$ cat config.mk
export PLATFORM = sky130hd
export DESIGN_NAME = fp_cond_branch
export DESIGN_NICKNAME = d
export VERILOG_FILES = /design/src/rtl/fcc_pkg.sv /design/src/rtl/fcc_compare.sv /design/src/rtl/fcc_datapath.sv /design/src/rtl/fcc_control.sv /design/src/rtl/fp_cond_branch.sv
export SDC_FILE = /design/constraint.sdc
export NUM_CORES = 1
export LEC_CHECK = 0
export ABC_AREA = 1
export BUFFER_PORTS_ARGS = -buffer_cell sky130_fd_sc_hd__buf_2
export CAP_MARGIN = 20
export CORE_ASPECT_RATIO = 0.7
export CORE_UTILIZATION = 34
export CTS_CLUSTER_SIZE = 14
export DETAILED_ROUTE_END_ITERATION = 7
export GPL_ROUTABILITY_DRIVEN = 0
export GPL_TIMING_DRIVEN = 0
export SETUP_SLACK_MARGIN = 0.02
export SYNTH_ARGS = -nofsm -noshare
export SYNTH_HDL_FRONTEND = slang
export SYNTH_SLANG_ARGS = --single-unit
$ cat constraint.sdc
create_clock -name clk -period 4.55 [get_ports clk]
set_input_delay 0.6825 -clock clk [delete_from_list [all_inputs] [get_ports clk]]
set_output_delay 0.6825 -clock clk [all_outputs]
set_load 0.02 [all_outputs]
$ cat src/rtl/fcc_pkg.sv
package fcc_pkg;

  typedef enum logic [3:0] {
    OP_NOP    = 4'd0,
    OP_CMP_F  = 4'd1,
    OP_CMP_EQ = 4'd2,
    OP_CMP_LT = 4'd3,
    OP_CMP_LE = 4'd4,
    OP_BR_F   = 4'd5,
    OP_BR_T   = 4'd6,
    OP_BR_FL  = 4'd7,
    OP_BR_TL  = 4'd8,
    OP_MOV_FP = 4'd9,
    OP_CTL_RD = 4'd10,
    OP_CTL_WR = 4'd11
  } fccOp_e;

  typedef enum logic [1:0] {
    REL_EQ    = 2'd0,
    REL_LT    = 2'd1,
    REL_LE    = 2'd2,
    REL_FALSE = 2'd3
  } fccRel_e;

  // strobes from control to datapath
  typedef struct packed {
    logic    cmpEn;
    fccRel_e rel;
    logic    ctlWr;
    logic    ctlRd;
    logic    fpMove;
  } fccStrobe_t;

endpackage

$ cat src/rtl/fcc_compare.sv
// IEEE single-precision ordering of two operands (combinational)
module fcc_compare #(
  parameter int EXP_W = 8,
  parameter int MAN_W = 23,
  localparam int W = 1 + EXP_W + MAN_W
) (
  input  logic [W-1:0] opA,
  input  logic [W-1:0] opB,
  output logic         isEq,
  output logic         isLt
);

  logic signA, signB;
  logic nanA, nanB, zeroA, zeroB, unordered;
  logic [W-2:0] magA, magB;
  logic eqRaw, ltRaw;

  assign signA = opA[W-1];
  assign signB = opB[W-1];
  assign magA  = opA[W-2:0];
  assign magB  = opB[W-2:0];
  assign nanA  = (&opA[W-2:MAN_W]) & (|opA[MAN_W-1:0]);
  assign nanB  = (&opB[W-2:MAN_W]) & (|opB[MAN_W-1:0]);
  assign zeroA = ~|magA;
  assign zeroB = ~|magB;
  assign unordered = nanA | nanB;

  always_comb begin
    eqRaw = (opA == opB) | (zeroA & zeroB);
    if (zeroA && zeroB) begin
      ltRaw = 1'b0;
    end else begin
      case ({signA, signB})
        2'b10:   ltRaw = 1'b1;
        2'b01:   ltRaw = 1'b0;
        2'b00:   ltRaw = magA < magB;
        default: ltRaw = magB < magA;
      endcase
    end
  end

  assign isEq = eqRaw & ~unordered;
  assign isLt = ltRaw & ~unordered;

endmodule

$ cat src/rtl/fcc_datapath.sv
// Control word, compare write-back and register moves
module fcc_datapath
  import fcc_pkg::*;
#(
  parameter int DATA_W   = 32,
  parameter int GPR_W    = 64,
  parameter int IDX_W    = 5,
  parameter int EXP_W    = 8,
  parameter int FLAG_BIT = 23,
  parameter int CTRL_SEL = 31,
  parameter logic [DATA_W-1:0] CTRL0_VAL = 32'h0000_2E30
) (
  input  logic              clk,
  input  logic              rstN,
  input  fccStrobe_t        strobe,
  input  logic [IDX_W-1:0]  fsIdx,
  input  logic [IDX_W-1:0]  rtIdx,
  input  logic [DATA_W-1:0] fsVal,
  input  logic [DATA_W-1:0] ftVal,
  input  logic [DATA_W-1:0] gprIn,
  output logic [DATA_W-1:0] ctrlStatus,
  output logic              condFlag,
  output logic              gprWe,
  output logic [IDX_W-1:0]  gprIdx,
  output logic [GPR_W-1:0]  gprData
);

  localparam int MAN_W = DATA_W - EXP_W - 1;
  localparam int EXT_W = GPR_W - DATA_W;
  localparam logic [IDX_W-1:0] SEL_IDX  = IDX_W'(CTRL_SEL);
  localparam logic [IDX_W-1:0] ZERO_IDX = '0;

  logic [DATA_W-1:0] ctrlReg, ctrlNext;
  logic              cmpEq, cmpLt, relHolds;
  logic              wrNext;
  logic [DATA_W-1:0] moveWord;
  logic              readAllowed;

  fcc_compare #(.EXP_W(EXP_W), .MAN_W(MAN_W)) u_cmp (
    .opA (fsVal),
    .opB (ftVal),
    .isEq(cmpEq),
    .isLt(cmpLt)
  );

  always_comb begin
    case (strobe.rel)
      REL_EQ:  relHolds = cmpEq;
      REL_LT:  relHolds = cmpLt;
      REL_LE:  relHolds = cmpLt | cmpEq;
      default: relHolds = 1'b0;
    endcase
  end

  always_comb begin
    ctrlNext = ctrlReg;
    if (strobe.ctlWr && fsIdx == SEL_IDX) begin
      ctrlNext = gprIn;
    end else if (strobe.cmpEn) begin
      ctrlNext[FLAG_BIT] = relHolds;
    end
  end

  assign readAllowed = (fsIdx == ZERO_IDX) || (fsIdx == SEL_IDX);

  always_comb begin
    wrNext   = 1'b0;
    moveWord = '0;
    if (rtIdx != ZERO_IDX) begin
      if (strobe.fpMove) begin
        wrNext   = 1'b1;
        moveWord = fsVal;
      end else if (strobe.ctlRd && readAllowed) begin
        wrNext   = 1'b1;
        moveWord = (fsIdx == ZERO_IDX) ? CTRL0_VAL : ctrlReg;
      end
    end
  end

  always_ff @(posedge clk) begin
    if (!rstN) begin
      ctrlReg <= '0;
      gprWe   <= 1'b0;
      gprIdx  <= '0;
      gprData <= '0;
    end else begin
      ctrlReg <= ctrlNext;
      gprWe   <= wrNext;
      gprIdx  <= wrNext ? rtIdx : ZERO_IDX;
      gprData <= wrNext ? {{EXT_W{moveWord[DATA_W-1]}}, moveWord} : '0;
    end
  end

  assign ctrlStatus = ctrlReg;
  assign condFlag   = ctrlReg[FLAG_BIT];

endmodule

$ cat src/rtl/fcc_control.sv
// Operation decode and registered branch decision
module fcc_control
  import fcc_pkg::*;
(
  input  logic       clk,
  input  logic       rstN,
  input  logic       opValid,
  input  logic [3:0] opCode,
  input  logic       condFlag,
  output fccStrobe_t strobe,
  output logic       brValid,
  output logic       brTaken,
  output logic       brSkipSlot
);

  fccOp_e op;
  logic   brEval, brOnTrue, brLikely, takeNow;

  assign op = fccOp_e'(opCode);

  always_comb begin
    strobe   = '0;
    brEval   = 1'b0;
    brOnTrue = 1'b0;
    brLikely = 1'b0;
    if (opValid) begin
      case (op)
        OP_CMP_F:  begin strobe.cmpEn = 1'b1; strobe.rel = REL_FALSE; end
        OP_CMP_EQ: begin strobe.cmpEn = 1'b1; strobe.rel = REL_EQ;    end
        OP_CMP_LT: begin strobe.cmpEn = 1'b1; strobe.rel = REL_LT;    end
        OP_CMP_LE: begin strobe.cmpEn = 1'b1; strobe.rel = REL_LE;    end
        OP_BR_F:   begin brEval = 1'b1; end
        OP_BR_T:   begin brEval = 1'b1; brOnTrue = 1'b1; end
        OP_BR_FL:  begin brEval = 1'b1; brLikely = 1'b1; end
        OP_BR_TL:  begin brEval = 1'b1; brOnTrue = 1'b1; brLikely = 1'b1; end
        OP_MOV_FP: strobe.fpMove = 1'b1;
        OP_CTL_RD: strobe.ctlRd  = 1'b1;
        OP_CTL_WR: strobe.ctlWr  = 1'b1;
        default:   ;
      endcase
    end
  end

  assign takeNow = brEval & (condFlag == brOnTrue);

  always_ff @(posedge clk) begin
    if (!rstN) begin
      brValid    <= 1'b0;
      brTaken    <= 1'b0;
      brSkipSlot <= 1'b0;
    end else begin
      brValid    <= brEval;
      brTaken    <= takeNow;
      brSkipSlot <= brEval & brLikely & ~takeNow;
    end
  end

endmodule

$ cat src/rtl/fp_cond_branch.sv
// Floating-point condition flag and branch unit (top)
module fp_cond_branch
  import fcc_pkg::*;
#(
  parameter int DATA_W   = 32,
  parameter int GPR_W    = 64,
  parameter int IDX_W    = 5,
  parameter int EXP_W    = 8,
  parameter int FLAG_BIT = 23,
  parameter int CTRL_SEL = 31,
  parameter logic [DATA_W-1:0] CTRL0_VAL = 32'h0000_2E30,
  localparam int FS_LO = 11,
  localparam int RT_LO = FS_LO + IDX_W,
  localparam int FIELD_HI = RT_LO + IDX_W - 1
) (
  input  logic                  clk,
  input  logic                  rstN,
  input  logic                  opValid,
  input  logic [3:0]            opCode,
  input  logic [FIELD_HI:FS_LO] regFields,
  input  logic [DATA_W-1:0]     fsVal,
  input  logic [DATA_W-1:0]     ftVal,
  input  logic [DATA_W-1:0]     gprIn,
  output logic [DATA_W-1:0]     ctrlStatus,
  output logic                  condFlag,
  output logic                  gprWe,
  output logic [IDX_W-1:0]      gprIdx,
  output logic [GPR_W-1:0]      gprData,
  output logic                  brValid,
  output logic                  brTaken,
  output logic                  brSkipSlot
);

  fccStrobe_t strobe;

  fcc_control u_ctl (
    .clk       (clk),
    .rstN      (rstN),
    .opValid   (opValid),
    .opCode    (opCode),
    .condFlag  (condFlag),
    .strobe    (strobe),
    .brValid   (brValid),
    .brTaken   (brTaken),
    .brSkipSlot(brSkipSlot)
  );

  fcc_datapath #(
    .DATA_W   (DATA_W),
    .GPR_W    (GPR_W),
    .IDX_W    (IDX_W),
    .EXP_W    (EXP_W),
    .FLAG_BIT (FLAG_BIT),
    .CTRL_SEL (CTRL_SEL),
    .CTRL0_VAL(CTRL0_VAL)
  ) u_dp (
    .clk       (clk),
    .rstN      (rstN),
    .strobe    (strobe),
    .fsIdx     (regFields[RT_LO-1:FS_LO]),
    .rtIdx     (regFields[FIELD_HI:RT_LO]),
    .fsVal     (fsVal),
    .ftVal     (ftVal),
    .gprIn     (gprIn),
    .ctrlStatus(ctrlStatus),
    .condFlag  (condFlag),
    .gprWe     (gprWe),
    .gprIdx    (gprIdx),
    .gprData   (gprData)
  );

endmodule

==> impl_metrics.ini, run 1 <==
[run_status]
status = finished, final reports clean

[power]
powerDensity_nw_per_um2 = 283
p_leak_nw = 3.13
p_total_mw = 1.67
irDropWorstVdd_uv = 186

[finish]
drive_gt1_share_pct = 32.5
final-seq-area_um2 = 1460
multiInputGateArea_um2 = 2180
layout_common_cells = buf_2 (220), nand2_1 (161), nor2_1 (109)
nFillCells = 1246
n_antenna_cell = 0
fin_cells = 1013
nNetsFinal = 998
final_common_cell = buf_2
syn_to_final_growth_pct = 38.7

[cts]
htreeDepth = 3
cts_buffer_depth = 2
numCtsBuffers = 9
clock_sinks = 73
holdBufCountCts = 0
clk_pin_slew_worst_paths_ns = 0.06
cts-root-buf = clkbuf_16
cts_post_setup_buffers_inserted = 0
worst_skew_pair.late_latency_ns = 0.34
cts-resized-gates = 0
cts_tree = built

[logic_synthesis]
yosys_warnings = 0
syn_area_per_cell_um2 = 6.82
synthesis.nets = 769
syn_area_um2 = 4240
ys_types = 29
synth-seq-area-share_pct = 34.5
yosys_register_bits = 73
syn-instance-count = 622

[sta]
fin_crit_sh_pct = 52.7
fin_worst_skew_ns = 0.00356
finalHoldViolations = 0
fin_ws_ns = 2.15
worstMarginPinSlew_ns = 1.00
finalCriticalPeriod_ns = 2.40
setup_tns_ns = 0
slew_headroom_pct = 33.1
setup_viol = 0
drv_slew = 0
fmax_ghz = 0.417
rsz0062_at_grt = no

[die]
die_x_um = 135
initial_core_util_pct = 35.5
core_um2 = 11900
dieArea_um2 = 12900
fp-row-count = 33
die_y_um = 95.5
io_pins = 219

[setup_path]
crit_required_ns = 3.87
r2r_cells = 3
crit_arrival_ns = 1.72
r2r_start = u_dp.ctrlStatus[23]
r2r_slack_ns = 3.75
critPathLaunchType = flip-flop
critPathMaxStageDelay_ns = 0.98
path_buf_inv = 2
crit_slowest_cell = dfxtp_1
reg2reg_to = u_ctl.brSkipSlot
crit_type = reg -> out
path_delay_family = flip-flops
path_depth = 2
cp-end-kind = primary output
worstPathCellList = buf_4, buf_2
crit_fanout = 33

[hold_path]
hold_class = reg -> reg
worstHoldStart = u_dp.ctrlStatus[11]
holdPathStages = 2
worstHoldEndpoint = u_dp.ctrlStatus[11]

[job]
drv_cap = 0

[detailed_routing]
drc = 0
via_per_inst = 4.58
wire_per_inst_um = 13.9
routed_wl_um = 14100
vias = 4640
detail_route.first_pass.iterations = 4
dr.first_iter.drc_count = 217
ant_nets = 0

[placement]
hpwl_um = 11600
port_buffers = 218
placed_cells = 997
dpl_worst_slack_ns = 1.90

[global_routing]
grt_max_degree = 34
grt_first_pass_wirelength_um = 21500
globalRouteOverflowTotal = 0
antenna_found_initial = 0
grt_pass1_vias = 4366
grt_usage_pct = 21.8
## worst max path at each step
stage	from	end
global route	opCode[3]	u_dp.ctrlStatus[19]
finish	u_dp.gprData[31]	gprData[41]
detailed placement	regFields[11]	u_dp.gprData[17]
global placement	regFields[11]	u_dp.gprData[16]
CTS	u_dp.gprData[31]	gprData[41]
floorplan	regFields[11]	u_dp.gprData[0]
## Yosys cell counts
| library cell | n | area share [%] |
|---|---|---|
| nor4_4 | 1 | 0.50 |
| inv_2 | 1 | 0.088 |
| nor2_2 | 3 | 0.44 |
| clkbuf_1 | 10 | 0.89 |
| nand3_1 | 14 | 1.7 |
| a22oi_1 | 26 | 4.6 |
| nor3_1 | 2 | 0.24 |
| inv_1 | 68 | 6.0 |
| buf_2 | 2 | 0.24 |
| xnor2_1 | 1 | 0.21 |
| a21o_1 | 2 | 0.35 |
| and3_1 | 2 | 0.29 |
| nand2_1 | 161 | 14 |
| dfxtp_1 | 73 | 34 |
| a21boi_0 | 1 | 0.18 |
| or2_2 | 1 | 0.15 |
| ha_1 | 34 | 10 |
| a21oi_1 | 51 | 6.0 |
| nand4_1 | 6 | 0.89 |
| nand3b_1 | 2 | 0.35 |
| buf_1 | 3 | 0.27 |
| a31oi_1 | 1 | 0.15 |
| buf_6 | 3 | 0.80 |
| o21ai_0 | 8 | 0.94 |
| nor2_1 | 109 | 9.6 |
| clkinv_1 | 1 | 0.088 |
| or2_1 | 2 | 0.29 |
| buf_4 | 33 | 5.8 |
| o22ai_1 | 1 | 0.15 |
## tightest hold or removal path, stage by stage, from the launching register on
cell and delay [ns]:
dfxtp_1 0.32, nand2_1 0.06, a21oi_1 0.06
## metrics by stage
| stage | hold WS, ns | util [%] | cell area [µm²] |
|---|---|---|---|
| 2_1_floorplan | 0.554 | - | 4240 |
| 3_3_place_gp | 0.466 | 46.3 | 5530 |
| 3_5_place_dp | 0.473 | 46.3 | 5530 |
| 4_1_cts | 0.482 | 49.3 | 5880 |
| 5_1_grt | 0.497 | 49.3 | 5880 |
| 6_report | 0.481 | 49.3 | 5880 |
## where the power goes
| part | internal (mW) | switching, mW | leakage, nW |
|---|---|---|---|
| Clock | 0.552 | 0.281 | 0.169 |
| Sequential | 0.640 | 0.000435 | 0.588 |
| Combinational | 0.0807 | 0.113 | 2.37 |
## per-layer routing
layer  GRT usage [%]  up-vias  part of all wire [%]
met4            4.87        0                  0.79
met3            5.95        9                   7.9
met2            33.6      155                    42
li1                -     2409                     -
met5               0        -                     0
met1            30.1     2067                    50
## area by class of cell
type,instances,area share (%)
multi-input combinational,428,37.0
sequential,73,24.8
inverter,70,4.47
tap,157,3.34
timing repair buffer,218,18.5
clock inverter,6,1.96
clock buffer,10,4.06
buffer,51,5.78
## kinds of logic after synthesis
group,after synthesis,synth area share (%)
simple gates,303,28.7
buf+inv,121,14.2
compound gates,90,12.4
flops,73,34.5
fa+ha+maj,34,10.0
xor+xnor,1,0.207
## registers in the layout (all words and copies together) (netlist names)
signal            flops
u_ctl.brValid         1
u_dp.gprIdx           5
u_ctl.brTaken         1
u_dp.gprWe            1
u_dp.gprData         32
u_dp.ctrlStatus      32
u_ctl.brSkipSlot      1
No activity file was read; power rests on OpenSTA's default activity.
==> run 2, diff against run 1 <==
ABC_AREA = 0   (was 1)
PLACE_DENSITY = 0.66   (was unset)
clock period = 2.06 ns   (was 4.55 ns; I/O delays follow)
==> impl_metrics.ini, run 2 <==
[finish]
n_antenna_cell = 0
layout_common_cells = buf_2 (215), nand2_1 (80), dfxtp_1 (72)
final_common_cell = buf_2
nFillCells = 1116
nNetsFinal = 862
syn_to_final_growth_pct = 41.8
drive_gt1_share_pct = 40.6
fin_cells = 873

[die]
io_pins = 219
die_x_um = 132
fp-row-count = 32
dieArea_um2 = 12200
core_um2 = 11300
initial_core_util_pct = 35.6
die_y_um = 92.8

[logic_synthesis]
ys_top_cells_by_count = nand2_1 (80), dfxtp_1 (73), nor2_1 (41)
syn-instance-count = 487
yosys_register_bits = 73
syn_area_per_cell_um2 = 8.22
synthesis.nets = 634
synth-seq-area-share_pct = 36.5
syn_area_um2 = 4000
synth-edff-count = 0
yosysTopAreaCellShare_pct = 36.5
yosysMostFrequentCell = nand2_1
yosys_warnings = 0
synth_area_leaders = dfxtp_1 (37%), ha_1 (11%), nand2_1 (7.5%)
async_flop_share_pct = 0
yosysTopAreaCell = dfxtp_1
ys.flop_type = dfxtp_1
ys_types = 41

[sta]
fin_crit_sh_pct = 94.7
fmax_ghz = 0.513
worstMarginPinSlew_ns = 0.781
setup_viol = 0
drv_slew = 0
slew_headroom_pct = 47.4
finalHoldViolations = 0
hold_slack_ns = 0.191
finalCriticalPeriod_ns = 1.95
rsz0062_at_grt = no
fin_worst_skew_ns = 0.00379

[power]
pwr-share-seq_pct = 43.2
p_leak_nw = 2.79
p_total_mw = 3.28
switchingPower_mw = 0.862
p_comb_share_pct = 12.6
irDropWorstVdd_uv = 422
powerDensity_nw_per_um2 = 578
switching_share_pct = 26.3
p_int_mw = 2.42
pwr-share-clk_pct = 44.2

[hold_path]
hold_class = in -> reg
holdPathStages = 2

[setup_path]
crit_fanout = 4
crit_arrival_ns = 2.21
r2r_slack_ns = 1.06
r2r_cells = 3
cp-end-kind = flip-flop
crit_type = in -> reg
reg2reg_to = u_ctl.brSkipSlot
crit_required_ns = 2.31
crit_start = fsVal[28]
r2r_start = u_dp.ctrlStatus[23]
crit_end = u_dp.ctrlStatus[23]
critPathLaunchType = input pin

[cts]
cts_post_setup_buffers_inserted = 0
htreeDepth = 3
worst_skew_pair.late_latency_ns = 0.33
clock_sinks = 73
holdBufCountCts = 0
cts-root-buf = clkbuf_16
cts_tree = built
clk_pin_slew_worst_paths_ns = 0.06
numCtsBuffers = 9
cts_buffer_depth = 2

[detailed_routing]
routed_wl_um = 14100
wire_per_inst_um = 16.2
drc = 0
dr.first_iter.drc_count = 242
ant_nets = 0
detail_route.first_pass.iterations = 4
via_per_inst = 4.97
vias = 4336

[global_routing]
grt_first_pass_wirelength_um = 21600
grt_pass1_vias = 4255
antenna_found_initial = 0
grt_usage_pct = 22.9
grt_max_degree = 34
globalRouteOverflowTotal = 0

[placement]
hpwl_um = 11500
placed_cells = 857
port_buffers = 217

[job]
drv_cap = 0

[run_status]
status = finished, final reports clean
[run 2: changes by cell type after synthesis, sizes merged, moves of 4 or more]
cell and change:
o22ai +4, nor3 +4, a211oi +5, nand3 -10
and2 +5, nor2 -70, nand4 +10, a21boi +31
o21ai +7, inv -34, nand2 -81, a21oi -38
nor4 +16
[run 2: power by group through the flow]
stage / Sequential, mW / Clock, mW / Combinational [mW]
after CTS: 1.42 / 1.48 / 0.393
final: 1.42 / 1.45 / 0.414
after floorplan: 1.45 / 0 / 0.170
after detailed placement: 1.45 / 0 / 0.388
after global routing: 1.42 / 1.55 / 0.453
after global placement: 1.45 / 0 / 0.372
[run 2: cell type report]
class	count	area, µm²	share of cell area (%)
well taps	153	191	3.37
multi-input cells	326	2150	37.9
clock buffers	10	229	4.04
plain buffers	53	368	6.48
flip-flops and latches	73	1460	25.8
inverters	35	131	2.32
clock inverters	6	43.8	0.772
repair buffers	217	1100	19.4
[run 2: cells by family (layout without fill, tap and decap cells)]
family / Yosys count / after routing / share of synthesized area, %
buf+inv: 88 / 321 / 12.3
simple gates: 185 / 185 / 22.0
flops: 73 / 73 / 36.5
compound gates: 103 / 103 / 17.7
xor+xnor: 3 / 3 / 0.657
fa+ha+maj: 34 / 34 / 10.6
mux: 1 / 1 / 0.250
[run 2: timing repair]
action	in CTS	in global routing
gates resized for setup	5	23
pin swaps	3	10
endpoints found under the setup margin	14	33
hold endpoints to repair	0	0
[run 2: worst min path at each step]
stage / startpoint / end / slack, ns
after floorplan: regFields[16] / u_dp.gprIdx[0] / 0.43
after global placement: u_dp.ctrlStatus[0] / u_dp.ctrlStatus[0] / 0.46
after detailed placement: u_dp.ctrlStatus[28] / u_dp.ctrlStatus[28] / 0.47
after CTS: regFields[18] / u_dp.gprIdx[2] / 0.18
after global routing: regFields[18] / u_dp.gprIdx[2] / 0.19
final: regFields[18] / u_dp.gprIdx[2] / 0.19
[run 2: critical path: stages]
cell	delay, ns
buf_4	0.11
inv_1	0.04
ha_1	0.28
nand4_1	0.21
nor4_4	0.39
nand4_1	0.22
o21ba_4	0.27
nor4_4	0.14
a211oi_2	0.06
o22ai_1	0.17
[run 2: per-stage QoR]
stage / setup TNS, ns / area, µm² / setup slack, ns / util, %
2_1_floorplan: 0 / 4000 / 0.134 / -
3_3_place_gp: -14.71 / 5280 / -0.585 / 46.9
3_5_place_dp: -17.87 / 5280 / -0.590 / 46.9
4_1_cts: 0 / 5580 / 0.0284 / 49.6
5_1_grt: 0 / 5670 / 0.0182 / 50.4
6_report: 0 / 5670 / 0.110 / 50.4
[run 2: metal layers]
| layer | GRT usage (%) | wire length [µm] |
|---|---|---|
| met1 | 30.4 | 6520 |
| met2 | 37.1 | 6460 |
| met3 | 5.09 | 975 |
| met4 | 6.59 | 183 |
| met5 | 0 | 0 |
